$ cat src/rtl/fsk_packet_framer.sv
module fsk_packet_framer #(
  parameter int          GAP_CYCLES = 1000,
  parameter logic [15:0] ON_WORD    = 16'h8E31,
  parameter logic [15:0] OFF_WORD   = 16'h8E01
) (
  input  logic        clk,
  input  logic        rst_n,
  input  logic        bit_req_n,
  input  logic        start,
  input  logic        wr_en,
  input  logic [3:0]  wr_addr,
  input  logic [7:0]  wr_data,
  output logic        cmd_valid,
  output logic [15:0] cmd_word,
  input  logic        cmd_ack,
  output logic        fsk_out,
  output logic        busy
);
  localparam int PRE_BYTES  = 3;
  localparam int PAY_FIRST  = PRE_BYTES + 2;
  localparam int USER_BYTES = 13;
  localparam int PAY_BYTES  = 16;
  localparam int CHK_BYTE   = PAY_FIRST + PAY_BYTES;
  localparam int LAST_BYTE  = CHK_BYTE + 2;
  localparam int GW         = $clog2(GAP_CYCLES + 1);

  typedef enum logic [1:0] {S_IDLE, S_ON, S_SEND, S_OFF} st_t;

  st_t                      st;
  logic [2:0]               req_q;
  logic [GW-1:0]            gap_cnt;
  logic [4:0]               byte_idx;
  logic [2:0]               bit_idx;
  logic [USER_BYTES-1:0][7:0] pay;
  logic [7:0]               chk;
  logic [7:0]               pkt_cnt;
  logic                     fsk_q;
  logic [7:0]               cur_byte;
  logic [3:0]               pay_sel;

  wire bit_edge = req_q[1] & ~req_q[2];
  wire [7:0] dig_h = 8'h30 + pkt_cnt / 8'd100;
  wire [7:0] dig_t = 8'h30 + (pkt_cnt / 8'd10) % 8'd10;
  wire [7:0] dig_u = 8'h30 + pkt_cnt % 8'd10;
  wire in_pay = (byte_idx >= 5'(PAY_FIRST)) && (byte_idx < 5'(CHK_BYTE));

  assign pay_sel   = 4'(byte_idx - 5'(PAY_FIRST));
  assign busy      = (st != S_IDLE);
  assign cmd_valid = (st == S_ON) || (st == S_OFF);
  assign cmd_word  = (st == S_OFF) ? OFF_WORD : ON_WORD;
  assign fsk_out   = fsk_q;

  always_comb begin
    if (byte_idx < 5'(PRE_BYTES))                cur_byte = 8'hAA;
    else if (byte_idx == 5'(PRE_BYTES))          cur_byte = 8'h2D;
    else if (byte_idx == 5'(PRE_BYTES + 1))      cur_byte = 8'hD4;
    else if (byte_idx < 5'(PAY_FIRST + USER_BYTES)) cur_byte = pay[pay_sel];
    else if (byte_idx == 5'(PAY_FIRST + 13))     cur_byte = dig_h;
    else if (byte_idx == 5'(PAY_FIRST + 14))     cur_byte = dig_t;
    else if (byte_idx == 5'(PAY_FIRST + 15))     cur_byte = dig_u;
    else if (byte_idx == 5'(CHK_BYTE))           cur_byte = chk;
    else                                          cur_byte = 8'hAA;
  end

  always_ff @(posedge clk) begin
    if (!rst_n) req_q <= 3'b111;
    else        req_q <= {req_q[1:0], bit_req_n};
  end

  always_ff @(posedge clk) begin
    if (!rst_n) begin
      st       <= S_IDLE;
      gap_cnt  <= '0;
      byte_idx <= '0;
      bit_idx  <= '0;
      pay      <= '0;
      chk      <= '0;
      pkt_cnt  <= '0;
      fsk_q    <= 1'b1;
    end else begin
      case (st)
        S_IDLE: begin
          chk      <= '0;
          byte_idx <= '0;
          bit_idx  <= '0;
          if (wr_en && wr_addr < 4'(USER_BYTES)) pay[wr_addr] <= wr_data;
          if (start || gap_cnt == GW'(GAP_CYCLES - 1)) begin
            st      <= S_ON;
            gap_cnt <= '0;
          end else begin
            gap_cnt <= gap_cnt + 1'b1;
          end
        end
        S_ON: if (cmd_ack) st <= S_SEND;
        S_SEND: if (bit_edge) begin
          fsk_q   <= cur_byte[3'd7 - bit_idx];
          bit_idx <= bit_idx + 3'd1;
          if (bit_idx == 3'd7) begin
            if (in_pay) chk <= chk + cur_byte;
            if (byte_idx == 5'(LAST_BYTE)) st <= S_OFF;
            else byte_idx <= byte_idx + 5'd1;
          end
        end
        S_OFF: if (cmd_ack) begin
          st      <= S_IDLE;
          pkt_cnt <= pkt_cnt + 8'd1;
          fsk_q   <= 1'b1;
        end
        default: st <= S_IDLE;
      endcase
    end
  end

  AST_CMD_HOLD: assert property (@(posedge clk) disable iff (!rst_n)
    cmd_valid && !cmd_ack |=> cmd_valid && $stable(cmd_word));
  AST_FSK_PACED: assert property (@(posedge clk) disable iff (!rst_n)
    !(st == S_SEND && bit_edge) && !(st == S_OFF && cmd_ack) |=> $stable(fsk_out));
  AST_CNT_STEP: assert property (@(posedge clk) disable iff (!rst_n)
    st == S_OFF && cmd_ack |=> pkt_cnt == $past(pkt_cnt) + 8'd1);
  AST_PAY_FROZEN: assert property (@(posedge clk) disable iff (!rst_n)
    busy |=> $stable(pay));
  AST_GAP_RANGE: assert property (@(posedge clk) disable iff (!rst_n)
    gap_cnt <= GW'(GAP_CYCLES - 1));
  AST_START_GO: assert property (@(posedge clk) disable iff (!rst_n)
    !busy && start |=> busy && cmd_valid && cmd_word == ON_WORD);
endmodule

$ cat config.mk
export PLATFORM = sky130hd
export DESIGN_NAME = fsk_packet_framer
export DESIGN_NICKNAME = d
export VERILOG_FILES = /design/src/rtl/fsk_packet_framer.sv
export SDC_FILE = /design/constraint.sdc
export NUM_CORES = 1
export LEC_CHECK = 0
export BUFFER_PORTS_ARGS = -buffer_cell sky130_fd_sc_hd__buf_2
export CORE_MARGIN = 2
export CORE_UTILIZATION = 60
export DETAILED_ROUTE_END_ITERATION = 8
export PLACE_DENSITY = 0.78
export SLEW_MARGIN = 20
export SYNTH_ARGS = -nofsm -noshare
export SYNTH_HDL_FRONTEND = slang
export SYNTH_SLANG_ARGS = --single-unit
$ cat constraint.sdc
create_clock -name clk -period 5.6 [get_ports clk]
set_input_delay 0.28 -clock clk [delete_from_list [all_inputs] [get_ports clk]]
set_output_delay 0.28 -clock clk [all_outputs]
set_load 0.02 [all_outputs]
Word level (Yosys, flattened, before mapping)
Index checks and enable logic that the tools add are counted.
- $add $sub $neg: 10
- divide/modulo/power cells: 4
- magnitude comparators: 9
- equality and inequality tests: 20
- multiplexer cells: 37
- bitwise gates (word level): 2
- reductions and logical operators: 16
- operators with widths (kind ; number):
    $bwmux W104 ; 1
    $mux W8 ; 13
    $bmux W8 S4 ; 1
    $demux W8 S4 ; 1
    $eq A5 B5 Y1 const B ; 5
    $add A6 B8 Y8 const A ; 3
    $mod A8 B4 Y8 const B ; 2
    $ne A2 B2 Y1 const B ; 8
    $pmux W8 S2 ; 1
    $mux W5 ; 3
    $mux W2 ; 6
    $add A10 B1 Y10 const B ; 1
    $eq A10 B10 Y1 const B ; 1
    $lt A4 B5 Y1 const B ; 2
    $lt A5 B5 Y1 const B ; 2
    $mux W10 ; 1
    $pmux W5 S2 ; 1
    $add A8 B1 Y8 const B ; 1
    $add A8 B8 Y8 ; 1
    $div A8 B4 Y8 const B ; 1
    $div A8 B7 Y8 const B ; 1
    $pmux W2 S4 ; 1
    $reduce_and A4 Y1 ; 2
    $mux W6 ; 1
    28 further kinds ; 38
- register bits: 144
- input bits: 18
- output and inout bits: 19
- logic and storage cells: 119

Longest topological paths before layout
- depth in word-level cells: 14
- gate-level depth with buffers: 28
- depth with buffers taken out: 23

Worst setup path before layout
OpenSTA, ideal clock, no wires.
- path kind: flip-flop to flip-flop
- start: reg byte_idx[0]
- end: reg chk[7]
- setup time: 120 ps
- arrival time: 4888 ps
- data required time: 5480 ps
- slack: 592 ps
- stages on the path, launching flop included: 25
- buffers on the path: 7
- period minus slack after synthesis: 5008 ps
- cell sequence: dfxtp_1 > buf_6 > buf_4 > buf_4 > buf_2 > inv_1 > ha_1 > buf_2 > buf_2 > buf_1 > mux4_2 > mux2i_1 > o211ai_1 > nand3_1 > a32oi_1 > ha_1 > a21o_1 > a21oi_1 > o21bai_1 > a21oi_1 > o21bai_1 > a21oi_1 > xor2_1 > nor4_1 > o31a_1
- word-level cells in the longest chain between the ends: 14
- elaborated cells between the ends (all ways): 29
- those cells by class: add/sub: 2; order compare: 4; eq/ne: 7; mux: 14; reduce/logical: 2
- ends and longest elaborated chain (item ; RTL line ; text):
    start, declared ; 32 ; logic [4:0] byte_idx;
    start signal, assigned ; 101 ; else byte_idx <= byte_idx + 5'd1;
    branches (longest 14 deep; another with $add A8 B8 Y8) ; -- ;
    end signal, assigned ; 99 ; if (in_pay) chk <= chk + cur_byte;
    end, declared ; 35 ; logic [7:0] chk;
Several ways; the timed one is not identified. The select of a mux whose other input is x is not followed.
A chain may end at the register's enable or synchronous reset.

Worst setup path in the final report
- start: reg pkt_cnt[7]
- end: reg chk[7]
- word-level cells in the longest chain between the ends: 14
- elaborated cells between the ends (all ways): 19
- those cells by class: add/sub: 4; div: 4; mux: 11
- ends and longest elaborated chain (item ; RTL line ; text):
    start, declared ; 36 ; logic [7:0] pkt_cnt;
    start signal, assigned ; 106 ; pkt_cnt <= pkt_cnt + 8'd1;
    $div A8 B4 Y8 / $mod A8 B4 Y8 (equally long branches) ; 43, 44 ;
    $mod A8 B4 Y8 / $add A6 B8 Y8 (equally long branches) ; 43, 44 ;
    $add A6 B8 Y8 / $mux W8 (equally long branches) ; 43, 60 ;
    $mux W8 ; 59 ; else if (byte_idx == 5'(PAY_FIRST + 14)) cur_byte = dig_t;
    $mux W8 (*) ; 58 ; else if (byte_idx == 5'(PAY_FIRST + 13)) cur_byte = dig_h;
    $mux W8 (*) ; 57 ; else if (byte_idx < 5'(PAY_FIRST + USER_BYTES)) cur_byte = pay[pay_sel];
    $mux W8 (*) ; 56 ; else if (byte_idx == 5'(PRE_BYTES + 1)) cur_byte = 8'hD4;
    $mux W8 (*) ; 55 ; else if (byte_idx == 5'(PRE_BYTES)) cur_byte = 8'h2D;
    $mux W8 (*) ; 54 ; if (byte_idx < 5'(PRE_BYTES)) cur_byte = 8'hAA;
    $add A8 B8 Y8 (*) ; 99 ;
    $mux W8 (*) ; 99 ;
    $mux W8 (*) ; 98 ; if (bit_idx == 3'd7) begin
    $mux W8 (*) ; 95 ; S_SEND: if (bit_edge) begin
    $pmux W8 S2 (*) ; 81 ; case (st)
Every way passes the cells marked *; elsewhere a longest branch is shown, timed or not. The select of a mux whose other input is x is not followed.

==> run_results.csv <==
group,metric,value,unit
cts,root_buffer,"clkbuf_16",
timing,setup_ws,0.417,ns
synth,syn_area,9290,µm²
detailed_routing,wl_met1,10.1,mm
floorplanning,core_area,15100,µm²
detailed_routing,wl_met3,1.29,mm
cts,insertion_delay,0.43,ns
power,switching_share,30.0,%
synth,syn_area_per_cell,9.07,µm²
timing,max_freq,0.193,GHz
detailed_routing,drc_errors,0,
detailed_routing,wire_per_inst,18.7,µm
power,power_switching,837,µW
placed_design,place.gp.congestion,0.951,
placed_design,io_buffers,22,
cts,holdBufCountCts,0,
detailed_routing,drt-initial-drc-count,763,
timing,fin_crit,5.18,ns
synth,syn_inst,1025,
setup_path,critPathLaunchType,"register",
grt,track_usage,27.9,%
placed_design,dpl.cell_count,1178,
power,power_frac_clock,42.5,%
final_layout,drive_gt1_share,11.9,%
final_layout,num-fill-cells,1202,
timing,setup_viol,0,
final_layout,antenna_cells,0,
grt,grt_pass1_vias,7246,
timing,finalCritPeriodShare,92.6,%
grt,grt_overflow_total,0,
final_layout,nets,1055,
floorplanning,initial_core_util,61.4,%
power,p_int,1950,µW
final_layout,layout.area.seq,2890,µm²
setup_path,worstSetupEndpointType,"register",
synth,synth_seq_area_share,31.0,%
hold_path,min-delay-start,"bit_req_n",
synth,synth_common_cells,"144 x dfxtp_1, 130 x nor2b_1, 113 x mux2i_1",
cts,clk_pin_slew,0.06,ns
grt,antenna_found_initial,0,
power,p_per_area,280,nW/µm²
placed_design,post-place-ws,0.466,ns
setup_path,reg2reg_slack,0.42,ns
detailed_routing,top_layer_used,"met4",
synth,synth-edff-count,0,
setup_path,reg2reg_depth,21,
run,drv_cap,0,
synth,ys.flop_type,"dfxtp_1",
synth,yosys-top-cells-area,"dfxtp_1 31%, mux2i_1 12%, nor2b_1 8.8%",
run_status,status,"completed",
cts,cts_tree,"yes",
hold_path,hold_path_end,"req_q[0]",
timing,slew_headroom,26.8,%
detailed_routing,antenna_left,0,
final_layout,synthToLayoutAreaGrowth,7.32,%
power,power,2790,µW
setup_path,required,5.92,ns
setup_path,cp.arrival,5.50,ns
cts,post_cts_buffers,0,
floorplanning,die_y,128,µm
setup_path,reg2reg_to,"chk[7]",
timing,worst_pin_slew,1.09,ns
final_layout,multiInputGateArea,5920,µm²
synth,yosysTopAreaCellShare,31.0,%
grt,grt_start_max_net_pins,116,
timing,hold_violations,0,
cts,htree_levels,4,
grt,grt_pass1_wl,36.6,mm
hold_path,hold_path.class,"input port to register",
cts,cts_buffers,17,
detailed_routing,first_pass_iters,5,
power,p_leak,0.00374,µW
synth,ys_seq_elements,144,
cts,clock_path_buffers,2,
final_layout,fin_cells,1210,
synth,synth.most_common_cell,"dfxtp_1",
synth,yosysWarnings,0,
power,ir_drop,378,µV
cts,cts_resized,0,
power,combinationalPowerShare,18.6,%
setup_path,worstPathMaxFanout,18,
floorplanning,die_w,128,µm
power,seq_power_share,38.9,%
hold_path,min_path_cells,2,
setup_path,reg2reg_from,"pkt_cnt[7]",
timing,whs,0.0723,ns
timing,tns,0,ns
detailed_routing,wl,22.6,mm
timing,final_max_slew_viol_count,0,
detailed_routing,wl_met2,10.7,mm
floorplanning,io_pins,37,
detailed_routing,num_vias,7559,
timing,rsz0062_at_grt,"false",
synth,synth.distinct_cells,93,
timing,fin_skew,0.00705,ns
cts,cts_num_sinks,144,
detailed_routing,avgViaCountPerCell,6.25,
placed_design,dp_hpwl,15.2,mm
synth,synth.largest_area_cell,"dfxtp_1",
setup_path,critical_path_class,"register to register",
floorplanning,rows,45,
floorplanning,fp.dieArea,16500,µm²
synth,async_reset_ff_share,0,%
[per-layer routing]
metal / up-vias / track usage (%)
met2: 261 / 46.7
met4: 0 / 8.92
li1: 3629 / -
met5: - / 0
met3: 45 / 6.07
met1: 3624 / 36.3
[power by group through the flow]
stage	combinational, µW	sequential, µW	clock, µW
after global placement	500	1100	0
final	517	1080	1190
after floorplan	412	1100	0
after detailed placement	511	1110	0
after CTS	514	1080	1180
after global routing	571	1090	1230
[worst max-delay path: stages (launching register included)]
cell	delay (ns)
dfxtp_1	0.70
buf_4	0.32
o21ai_1	0.12
a22oi_1	0.24
ha_1	0.22
nand2_1	0.13
or2_2	0.37
o211ai_1	0.23
nand2_1	0.11
ha_1	0.29
or2_1	0.23
a41oi_1	0.28
a31oi_1	0.13
ha_1	0.36
a21oi_1	0.23
o21bai_1	0.09
a21oi_1	0.22
o21bai_1	0.09
a21oi_1	0.17
xor2_1	0.19
nor4_1	0.07
o31a_1	0.28
[worst max-delay path by stage]
stage               cells after the start  slack, ns        start      to
finish                                 21       0.42   pkt_cnt[7]  chk[7]
global route                           22       0.05   pkt_cnt[7]  chk[7]
CTS                                    23       0.45   pkt_cnt[4]  chk[7]
detailed placement                     23       0.47   pkt_cnt[4]  chk[7]
global placement                       22       0.62   pkt_cnt[5]  chk[7]
floorplan                              24       0.59  byte_idx[0]  chk[7]
[through the flow]
step / utilization, % / area [µm²]
3_5_place_dp: 61.9 / 9370
2_1_floorplan: - / 9340
5_1_grt: 65.8 / 9970
4_1_cts: 65.8 / 9970
3_3_place_gp: 61.9 / 9370
6_report: 65.8 / 9970
[cells by family after synthesis]
logic type	after synthesis	synth area share (%)
and+or+nand+nor	366	22.2
xor gates and xnor gates	24	2.34
AOI/OAI and AO/OA	208	15.8
adders and majority gates	28	3.85
DFF	144	31.0
buffers and inverters	112	5.91
muxes	141	18.8
other	2	0.0808
[layout by cell type (no fill, tap or decap), types with 7 or more instances in the layout]
| cell | netlist | layout |
|---|---|---|
| and2_1 | 17 | 17 |
| ha_1 | 27 | 27 |
| nor4_1 | 7 | 7 |
| inv_1 | 23 | 23 |
| o21ai_0 | 41 | 41 |
| a21oi_1 | 44 | 44 |
| nor2_1 | 46 | 46 |
| xor2_1 | 9 | 9 |
| xnor2_1 | 14 | 14 |
| nor3b_1 | 9 | 9 |
| and3_1 | 12 | 12 |
| nand4_1 | 7 | 7 |
| conb_1 | 2 | 14 |
| a31oi_1 | 8 | 8 |
| mux4_2 | 27 | 27 |
| nor2b_1 | 130 | 129 |
| a21boi_0 | 7 | 7 |
| dfxtp_1 | 144 | 142 |
| o211ai_1 | 7 | 7 |
| nand3_1 | 21 | 21 |
| nand2b_1 | 21 | 21 |
| clkbuf_16 | 0 | 17 |
| a21o_1 | 8 | 8 |
| o31ai_1 | 10 | 10 |
| buf_2 | 16 | 21 |
| mux2i_1 | 113 | 113 |
| buf_4 | 21 | 18 |
| nand2_1 | 58 | 58 |
[flip-flops by register name, indices dropped and copies added (netlist names)]
register	cells
byte_idx	5
chk	8
gap_cnt	10
req_q	3
fsk_out	1
pay	104
bit_idx	3
st	2
pkt_cnt	8
[final cells by class]
cell class	count	area share, %
tap	188	2.36
multi-input combinational	781	59.3
inverter	26	0.979
timing repair buffer	39	2.41
clock buffer	21	4.42
clock inverter	11	1.57
sequential	144	28.9
(Power assumes the default switching activity.)
